--- config.mk ---
export PLATFORM = sky130hd
export DESIGN_NAME = psu_top
export DESIGN_NICKNAME = d
export VERILOG_FILES = /design/src/rtl/psu_pkg.sv /design/src/rtl/psu_capture.sv /design/src/rtl/psu_reg_lane.sv /design/src/rtl/psu_top.sv
export SDC_FILE = /design/constraint.sdc
export NUM_CORES = 2
export LEC_CHECK = 0
export ABC_AREA = 1
export BUFFER_PORTS_ARGS = -buffer_cell sky130_fd_sc_hd__clkbuf_2
export CAP_MARGIN = 20
export CELL_PAD_IN_SITES_DETAIL_PLACEMENT = 1
export CELL_PAD_IN_SITES_GLOBAL_PLACEMENT = 2
export CORE_MARGIN = 4
export CORE_UTILIZATION = 37
export DETAILED_ROUTE_END_ITERATION = 10
export GPL_TIMING_DRIVEN = 0
export HOLD_SLACK_MARGIN = 0.08
export PLACE_DENSITY_LB_ADDON = 0.08
export SLEW_MARGIN = 20
export SYNTH_ARGS = -nofsm -noshare
export SYNTH_HDL_FRONTEND = slang
export SYNTH_SLANG_ARGS = --single-unit
--- constraint.sdc ---
create_clock -name clk -period 19 [get_ports clk]
set_input_delay 2.85 -clock clk [delete_from_list [all_inputs] [get_ports clk]]
set_output_delay 2.85 -clock clk [all_outputs]
set_load 0.01 [all_outputs]
--- src/rtl/psu_pkg.sv ---
package psu_pkg;

  typedef enum logic [2:0] {
    OP_NOP    = 3'd0,
    OP_INC    = 3'd1,
    OP_READ   = 3'd2,
    OP_SET    = 3'd3,
    OP_ALLOC  = 3'd4,
    OP_COMMIT = 3'd5
  } psu_op_e;

  localparam int OP_W = 3;

  // Operations that draw a fresh value from the allocated count.
  function automatic logic op_draws(psu_op_e op);
    return (op == OP_INC) || (op == OP_ALLOC);
  endfunction

endpackage

--- src/rtl/psu_capture.sv ---
module psu_capture
  import psu_pkg::*;
#(
  parameter int N_REQ  = 4,
  parameter int REG_W  = 2,
  parameter int DATA_W = 16
) (
  input  logic                    clk,
  input  logic                    rst,
  input  logic [N_REQ*OP_W-1:0]   req_op,
  input  logic [N_REQ*REG_W-1:0]  req_reg,
  input  logic [N_REQ*DATA_W-1:0] req_data,
  output psu_op_e                 s1_op   [N_REQ],
  output logic [REG_W-1:0]        s1_reg  [N_REQ],
  output logic [DATA_W-1:0]       s1_data [N_REQ]
);

  for (genvar i = 0; i < N_REQ; i++) begin : g_slot
    always_ff @(posedge clk) begin
      if (rst) begin
        s1_op[i]   <= OP_NOP;
        s1_reg[i]  <= '0;
        s1_data[i] <= '0;
      end else begin
        s1_op[i]   <= psu_op_e'(req_op[i*OP_W +: OP_W]);
        s1_reg[i]  <= req_reg[i*REG_W +: REG_W];
        s1_data[i] <= req_data[i*DATA_W +: DATA_W];
      end
    end
  end

endmodule

--- src/rtl/psu_reg_lane.sv ---
module psu_reg_lane
  import psu_pkg::*;
#(
  parameter int N_REQ   = 4,
  parameter int REG_W   = 2,
  parameter int DATA_W  = 16,
  parameter int LANE_ID = 0
) (
  input  logic              clk,
  input  logic              rst,
  input  psu_op_e           s1_op   [N_REQ],
  input  logic [REG_W-1:0]  s1_reg  [N_REQ],
  input  logic [DATA_W-1:0] s1_data [N_REQ],
  output logic [DATA_W-1:0] ret     [N_REQ]
);

  localparam int CNT_W = $clog2(N_REQ + 1);

  logic [DATA_W-1:0] com_q, alc_q;
  logic [DATA_W-1:0] base_c, base_a, set_val;
  logic [DATA_W-1:0] c_sum, c_next, a_next;
  logic              set_hit;
  logic [CNT_W-1:0]  draw_n, inc_n, cmt_n;
  logic [N_REQ-1:0]  hit;

  always_comb begin
    for (int i = 0; i < N_REQ; i++) begin
      hit[i] = (s1_reg[i] == REG_W'(LANE_ID)) && (s1_op[i] != OP_NOP);
    end
    // Lowest-indexed set wins: scan downward so lower slots overwrite.
    set_hit = 1'b0;
    set_val = '0;
    for (int i = N_REQ - 1; i >= 0; i--) begin
      if (hit[i] && s1_op[i] == OP_SET) begin
        set_hit = 1'b1;
        set_val = s1_data[i];
      end
    end
    base_c = set_hit ? set_val : com_q;
    base_a = set_hit ? set_val : alc_q;
    draw_n = '0;
    inc_n  = '0;
    cmt_n  = '0;
    for (int i = 0; i < N_REQ; i++) begin
      ret[i] = '0;
      if (hit[i]) begin
        case (s1_op[i])
          OP_INC: begin
            ret[i] = base_a + DATA_W'(draw_n);
            draw_n = draw_n + CNT_W'(1);
            inc_n  = inc_n + CNT_W'(1);
          end
          OP_ALLOC: begin
            ret[i] = base_a + DATA_W'(draw_n);
            draw_n = draw_n + CNT_W'(1);
          end
          OP_READ:   ret[i] = base_c;
          OP_COMMIT: begin
            ret[i] = base_c + DATA_W'(cmt_n);
            cmt_n  = cmt_n + CNT_W'(1);
          end
          OP_SET:    ret[i] = com_q;
          default:   ret[i] = '0;
        endcase
      end
    end
    a_next = base_a + DATA_W'(draw_n);
    c_sum  = base_c + DATA_W'(inc_n) + DATA_W'(cmt_n);
    c_next = (c_sum > a_next) ? a_next : c_sum;
  end

  always_ff @(posedge clk) begin
    if (rst) begin
      com_q <= '0;
      alc_q <= '0;
    end else begin
      com_q <= c_next;
      alc_q <= a_next;
    end
  end

  // visible count never runs ahead of the allocation count
  a_r7_commit_bound: assert property (@(posedge clk) disable iff (rst)
    com_q <= alc_q);

  // without a set, the allocation count never moves backward
  a_r3_alloc_monotone: assert property (@(posedge clk) disable iff (rst)
    !set_hit |=> alc_q >= $past(alc_q));

endmodule

--- src/rtl/psu_top.sv ---
module psu_top
  import psu_pkg::*;
#(
  parameter  int N_REQ  = 4,
  parameter  int N_PREG = 4,
  parameter  int DATA_W = 16,
  localparam int REG_W  = (N_PREG > 1) ? $clog2(N_PREG) : 1,
  localparam int TAG_W  = (N_REQ > 1) ? $clog2(N_REQ) : 1
) (
  input  logic                    clk,
  input  logic                    rst,
  input  logic [N_REQ*OP_W-1:0]   req_op,
  input  logic [N_REQ*REG_W-1:0]  req_reg,
  input  logic [N_REQ*DATA_W-1:0] req_data,
  output logic [N_REQ-1:0]        rsp_valid,
  output logic [N_REQ*TAG_W-1:0]  rsp_tag,
  output logic [N_REQ*DATA_W-1:0] rsp_value
);

  psu_op_e           s1_op   [N_REQ];
  logic [REG_W-1:0]  s1_reg  [N_REQ];
  logic [DATA_W-1:0] s1_data [N_REQ];
  logic [DATA_W-1:0] lane_ret [N_PREG][N_REQ];
  logic [DATA_W-1:0] sel_val  [N_REQ];

  logic [DATA_W-1:0] val_q  [N_REQ];
  logic [REG_W-1:0]  reg_q  [N_REQ];
  logic [N_REQ-1:0]  vld_q, draw_q;

  psu_capture #(
    .N_REQ (N_REQ),
    .REG_W (REG_W),
    .DATA_W(DATA_W)
  ) i_capture (
    .clk     (clk),
    .rst     (rst),
    .req_op  (req_op),
    .req_reg (req_reg),
    .req_data(req_data),
    .s1_op   (s1_op),
    .s1_reg  (s1_reg),
    .s1_data (s1_data)
  );

  for (genvar g = 0; g < N_PREG; g++) begin : g_lane
    psu_reg_lane #(
      .N_REQ  (N_REQ),
      .REG_W  (REG_W),
      .DATA_W (DATA_W),
      .LANE_ID(g)
    ) i_lane (
      .clk    (clk),
      .rst    (rst),
      .s1_op  (s1_op),
      .s1_reg (s1_reg),
      .s1_data(s1_data),
      .ret    (lane_ret[g])
    );
  end

  // Route each slot's result from the lane it addressed.
  always_comb begin
    for (int i = 0; i < N_REQ; i++) begin
      sel_val[i] = '0;
      for (int g = 0; g < N_PREG; g++) begin
        if (s1_reg[i] == REG_W'(g)) sel_val[i] = lane_ret[g][i];
      end
    end
  end

  always_ff @(posedge clk) begin
    if (rst) begin
      vld_q  <= '0;
      draw_q <= '0;
      for (int i = 0; i < N_REQ; i++) begin
        val_q[i] <= '0;
        reg_q[i] <= '0;
      end
    end else begin
      for (int i = 0; i < N_REQ; i++) begin
        vld_q[i]  <= (s1_op[i] != OP_NOP);
        draw_q[i] <= op_draws(s1_op[i]);
        val_q[i]  <= sel_val[i];
        reg_q[i]  <= s1_reg[i];
      end
    end
  end

  for (genvar i = 0; i < N_REQ; i++) begin : g_out
    assign rsp_valid[i]                 = vld_q[i];
    assign rsp_tag[i*TAG_W +: TAG_W]    = TAG_W'(i);
    assign rsp_value[i*DATA_W +: DATA_W] = val_q[i];

    // a response appears exactly one edge after the captured request
    a_r2_latency: assert property (@(posedge clk) disable iff (rst)
      vld_q[i] == $past(s1_op[i] != OP_NOP));

    for (genvar j = i + 1; j < N_REQ; j++) begin : g_pair
      // drawers in one group never share a returned value
      a_r8_distinct: assert property (@(posedge clk) disable iff (rst)
        (vld_q[i] && vld_q[j] && draw_q[i] && draw_q[j] && reg_q[i] == reg_q[j])
          |-> val_q[i] != val_q[j]);
    end
  end

endmodule

**Word-level counts from Yosys, hierarchy flattened**

Memory sizes are Yosys's and may differ from the RTL's.
Index checks and enable logic that the tools add are counted.

- $add $sub $neg: 72
- Magnitude comparators: 4
- Equal/unequal tests: 32
- Multiplexer cells: 186
- Bitwise gates (word level): 4
- Reduce and logical (&&, ||, !) cells: 45

Operators with widths:

| cell | count |
|---|---|
| 2-to-1 mux 16 bit | 64 |
| case mux 16 bit (4 select lines) | 12 |
| adder 16 x 3 -> 16 bit | 32 |
| 2-to-1 mux 3 bit | 78 |
| case mux 16 bit (3 select lines) | 4 |
| adder 3 x 1 -> 3 bit, second input constant | 30 |
| adder 16 x 1 -> 16 bit | 4 |
| > comparator 16 bit | 4 |
| logical AND 1 bit | 32 |
| 2-to-1 mux 1 bit | 28 |
| equality test 3 x 2 -> 1 bit, second input constant | 8 |
| equality test 3 bit, second input constant | 8 |
| equality test 2 bit, second input constant | 8 |
| adder 1 x 1 -> 2 bit, second input constant | 6 |
| equality test 3 x 1 -> 1 bit, second input constant | 4 |
| nonzero test 3 bit | 4 |
| OR reduction 2 bit | 5 |
| equality test 2 x 1 -> 1 bit, second input constant | 4 |
| logical NOT 2 bit | 4 |
| OR 1 bit | 4 |

- Flip-flop bits (word level): 216
- Memory bits (writable): 64
- Output and inout bits: 76
- Logic and storage cells: 365
- Memories kept: 1

Memories:

| name | depth | width | read ports | clocked after Yosys merged registers in | write ports | line | text |
|---|---|---|---|---|---|---|---|
| val_q | 4 | 16 | 4 | 0 | 4 | psu_top.sv:26 | `logic [DATA_W-1:0] val_q [N_REQ];` |

**Logic depth before layout (Yosys ltp)**

- Depth in word-level cells: 18
- Mapped depth: 37
- Mapped depth without buffers: 34

**Hierarchy**

Synthesis repeated with hierarchy kept, for this count alone.

- Cells, all modules: 6448
- Area, all modules: 37511.0 sq um

Modules (own cells, without submodules):

| module | instances | cells each | area an instance (sq um) |
|---|---|---|---|
| psu_reg_lane at g_lane[0].i_lane | 1 | 1392 | 7951.4 |
| psu_reg_lane at g_lane[2].i_lane | 1 | 1363 | 7886.3 |
| psu_reg_lane at g_lane[1].i_lane | 1 | 1360 | 7691.1 |
| psu_reg_lane at g_lane[3].i_lane | 1 | 1419 | 7677.4 |
| psu_top | 1 | 653 | 3907.5 |
| psu_capture | 1 | 261 | 2397.3 |

**Worst setup path after synthesis**

OpenSTA, ideal clock, no wires.

- Kind: register to register
- Start: reg i_capture.s1_op[8] (netlist name)
- End: reg g_lane[3].i_lane.com_q[3]
- Setup time: 0.116 ns
- Data arrival time: 5.962 ns
- Required time: 18.884 ns
- Setup slack: 12.921 ns
- Stages on the path, launching flop included: 36
- Clock period less this slack: 6.079 ns
- Cell sequence: dfxtp_1 -> inv_1 -> nor2_1 -> clkbuf_1 -> clkbuf_1 -> buf_1 -> ha_1 -> inv_1 -> nand2_1 -> nand2_1 -> inv_1 -> ha_1 -> or2_2 -> o21ai_0 -> inv_1 -> nand3_1 -> xor2_1 -> inv_1 -> fa_1 -> ha_1 -> nand3_1 -> nand3_1 -> nand2_1 -> nor2_1 -> nand2_1 -> xor2_1 -> ha_1 -> nand2_1 -> inv_1 -> nand2_1 -> a31o_2 -> a32oi_1 -> clkbuf_1 -> nand2_1 -> o211ai_1 -> inv_1

- Cells in the longest elaborated chain, start to end: 13

Ends and longest elaborated chain:

| what | line | text |
|---|---|---|
| from (decl) | psu_capture.sv:13 | `output psu_op_e s1_op [N_REQ],` |
| from (signal, indexed assignment) | psu_capture.sv:25 | `s1_op[i] <= psu_op_e'(req_op[i*OP_W +: OP_W]);` |
| equality test 3 x 1 -> 1 bit, or another cell as far along | psu_reg_lane.sv:47 | `case (s1_op[i])` |
| 2-to-1 mux 3 bit, or another cell as far along | psu_reg_lane.sv:47 |  |
| 2-to-1 mux 3 bit, on equally long branches | n/a |  |
| adder 3 x 1 -> 3 bit / 2-to-1 mux 3 bit (equally long branches) | psu_reg_lane.sv:51, psu_reg_lane.sv:46 |  |
| 2-to-1 mux 3 bit / adder 3 x 1 -> 3 bit (equally long branches) | psu_reg_lane.sv:47, psu_reg_lane.sv:50, psu_reg_lane.sv:55 |  |
| 2-to-1 mux 3 bit, on equally long branches | n/a |  |
| adder 3 x 1 -> 3 bit / 2-to-1 mux 3 bit (equally long branches) | psu_reg_lane.sv:51, psu_reg_lane.sv:46 |  |
| 2-to-1 mux 3 bit / adder 3 x 1 -> 3 bit (equally long branches) | psu_reg_lane.sv:47, psu_reg_lane.sv:50, psu_reg_lane.sv:55 |  |
| 2-to-1 mux 3 bit, on equally long branches | n/a |  |
| adder 16 x 3 -> 16 bit / 2-to-1 mux 3 bit (equally long branches) | psu_reg_lane.sv:68, psu_reg_lane.sv:46 |  |
| adder 16 x 3 -> 16 bit, on equally long branches | psu_reg_lane.sv:68, psu_reg_lane.sv:67 |  |
| > comparator 16 bit | psu_reg_lane.sv:69 | `c_next = (c_sum > a_next) ? a_next : c_sum;` |
| 2-to-1 mux 16 bit (*) | psu_reg_lane.sv:69 |  |
| to (signal assigned) | psu_reg_lane.sv:77 | `com_q <= c_next;` |
| to (decl) | psu_reg_lane.sv:19 | `logic [DATA_W-1:0] com_q, alc_q;` |

Every way passes the cells marked *; elsewhere a longest branch is shown, timed or not.
A chain may end at the register's enable or synchronous reset.

**Final worst setup path**

Same ends and word-level chain as after synthesis.

==> metrics.md <==
| Metric | Value |
|---|---|
| GPL Wtd Cong | 1.163 |
| Post-synth EDFFs | 0 |
| Final Cycle Share | 57.45% |
| Number of port buffers | 152 |
| Synth cell types | 65 |
| Starting Density | 37.24% |
| Root Buffer | clkbuf_16 |
| Crit start category | register |
| Proportion of power drawn by combinational gates | 49.2% |
| Syn_area_per_cell | 5.911 um2 |
| Vias in the first global route | 43222 |
| Sequential share of the synthesized area | 17.06% |
| Count leader, synth | nand2_1 |
| Clock Power Share | 25.8% |
| H-tree levels | 2 |
| CP Capture Type | register |
| Routed WL per cell | 37.02 um |
| HP Class | register to register |
| Yosys top cell by area | dfxtp_1 |
| Status | complete, no violations |
| Total gr overflow | 0 |
| Crit path buffers/inverters | 10 |
| Pint | 1.455 mW |
| Largest net degree at the start of global routing | 14 |
| Die ar. | 93630 um2 |
| Worst setup margin | 8.084 ns |
| Synth Warn # | 0 |
| Worst Path Required | 19.48 ns |
| Static Leak | 17.76 nW |
| Core Util, Final | 41.78% |
| FFs w/ async S/R, synth | 0% |
| Slew @ Worst Pin | 1.328 ns |
| # hold bufs at CTS | 0 |
| Max Freq | 91.61 MHz |
| PostCTS Resize Cnt | 0 |
| IO Pins | 162 |
| Max Cap Violations | 0 |
| Skew final | 0.05313 ns |
| Worst path max stage delay | 1.10 ns |
| Vias per Instance | 6.558 |
| # fillers | 12241 |
| Total track usage | 52.69% |
| Final Max Tran Viols | 0 |
| WP data arrival | 11.39 ns |
| Post-CTS Setup Bufs | 0 |
| Yosys reg bits | 280 |
| Cells after Synth | 5559 |
| Post-route DRC | 0 |
| Worst skew pair latency | 0.63 ns |
| RSZ-0062 raised after global routing | false |
| Share of cells above drive strength 1 | 12.30% |
| TritonCTS Buffers | 38 |
| TNS Setup | 0 ns |
| CORE AREA | 88240 um2 |
| Period minus WS final | 10.92 ns |
| Clock slew at reported path FFs | 0.06 ns |
| Die H | 306.0 um |
| Fin. Hold Viols | 0 |
| Switch Pwr | 1.498 mW |
| CTS tree | done |
| CP Class | register to register |
| Commonest cells in the netlist | nand2_1, inv_1, nor2_1, nand3_1, o21ai_0 |
| Clock sinks | 280 |
| Switching share of power | 50.73% |
| Setup Viol. Count Final | 0 |
| Critical-path maximum fanout | 10 |
| First-pass GRT wire length | 346000 um |
| Top cells by area, synth | dfxtp_1, nand2_1, nand3_1, inv_1, nor2_1 |
| Worst vdd ir | 0.0001146 V |
| Initial DRC count | 7410 |
| CP top delay family | simple AND/OR/NAND/NOR gates |
| DIE WIDTH | 306.0 um |
| Fin nets | 6066 |
| Cell Area, Synth | 32860 um2 |
| Post-synth top area share | 17.06% |
| DP Wirelength | 206000 um |
| Num rows | 109 |
| Clk buf depth | 3 |
| Sequential share of power | 25.0% |
| Post-DRT Antenna Nets | 0 |
| Pwr dens | 80.12 nW/um2 |
| Initial antenna violation count | 20 |
| Ys flop type | dfxtp_1 |
| DRT Pass-1 Iters | 6 |
| CP max-delay cell | nor3_1 |
| Syn-to-layout area delta | 12.20% |
| Vias | 45846 |
| Final wirelength | 258800 um |
| Pre-CTS setup slack | 8.894 ns |
| Max transition margin | 11.30% |
logic make-up (layout without fill, tap and decap cells):
group,count (synthesis),count (layout),share of synthesized area (%)
adder cells (fa/ha/maj),205,205,8.538
buffers and inverters,950,1188,11.57
AO/OA/AOI/OAI,1039,1039,18.42
flip-flops,280,280,17.06
multiplexers,4,4,0.1371
XOR/XNOR,143,143,3.812
other,2,31,0.02286
AND/OR/NAND/NOR,2936,2936,40.45
cell usage in the layout, fill, tap and decap left out, types with 9 or more instances in the layout:
cell type  synthesis  layout
nand2_1         1346    1346
inv_1            654     654
nor2_1           635     634
nand3_1          564     564
o21ai_0          338     337
dfxtp_1          280     280
a21oi_1          269     269
clkbuf_2           0     212
ha_1             173     173
o22ai_1          167     167
xor2_1           116     116
clkbuf_1         137      80
nand2_2           80      80
inv_2             65      65
nand4_1           61      61
nand3b_1          53      53
a22oi_1           51      51
nor2_2            45      46
o21ai_1           42      43
nor2_4            41      41
clkbuf_16          0      41
buf_2             29      39
a31oi_1           38      38
o211ai_1          33      33
nand3_2           32      32
fa_1              32      32
buf_4             24      28
xnor2_1           27      27
diode_2            0      23
nor3_1            24      23
or2_2             19      19
a211oi_1          16      16
buf_6             14      15
a221oi_1          14      14
o2111ai_1         12      12
clkinv_1          11      11
o21bai_1          10      10
nand3_4            9       9
o21ai_2            9       9
power by group through the flow:
stage                     clock, mW  combinational [mW]  sequential [mW]
after floorplan                   0               0.800            0.700
after global placement            0                1.31            0.740
after detailed placement          0                1.35            0.740
after CTS                     0.759                1.36            0.728
after global routing          0.781                1.51            0.735
final                         0.762                1.45            0.740
metal layers:
| layer | track usage, % | routed length, um | vias up |
|---|---|---|---|
| li1 | - | - | 18783 |
| met1 | 64.75 | 95560 | 22006 |
| met2 | 70.32 | 96820 | 3866 |
| met3 | 24.67 | 41400 | 1179 |
| met4 | 40.50 | 24910 | 12 |
| met5 | 0 | 80 | - |
worst paths after layout:
check                                 start  depth (start not counted)  slack, ns                        end
setup / recovery         i_capture.s1_op[8]                         32       8.08  g_lane[3].i_lane.com_q[3]
hold / removal    g_lane[0].i_lane.alc_q[9]                          4       0.81  g_lane[0].i_lane.alc_q[9]
setup reg to reg         i_capture.s1_op[8]                         32       8.08  g_lane[3].i_lane.com_q[3]
hold reg to reg   g_lane[0].i_lane.alc_q[9]                          4       0.81  g_lane[0].i_lane.alc_q[9]
through the flow:
stage                     std cells  power [mW]  area [um2]  hold WS (ns)
after CTS                      6964       2.844       36760        0.7868
after global routing           6968       3.025       36810        0.8495
after global placement         6882       2.051       35100        0.7498
after detailed placement       6896       2.087       35480        0.7659
final                          6991       2.954       36870        0.8086
after floorplan                5565       1.500       32880        0.6128
worst register-to-register path: cells and delay by family (launching register included):
kind,cells,cell delay (ns)
flops,1,0.49
fa+ha+maj,6,2.00
xor+xnor,1,0.21
compound gates,4,1.39
buf+inv,10,3.26
simple gates,11,3.45
final cells by class:
type	count	area [um2]	area share, %
Timing Repair Buffer	170	1095	2.970
Inverter	732	2751	7.463
Antenna cell	23	57.56	0.1561
Multi-Input combinational cell	4335	23480	63.69
Tap cell	1165	1458	3.954
Sequential cell	280	5605	15.20
Clock buffer	48	1092	2.963
Buffer	218	1137	3.085
Clock inverter	20	188.9	0.5125
No activity file was read; power rests on OpenSTA's default activity.
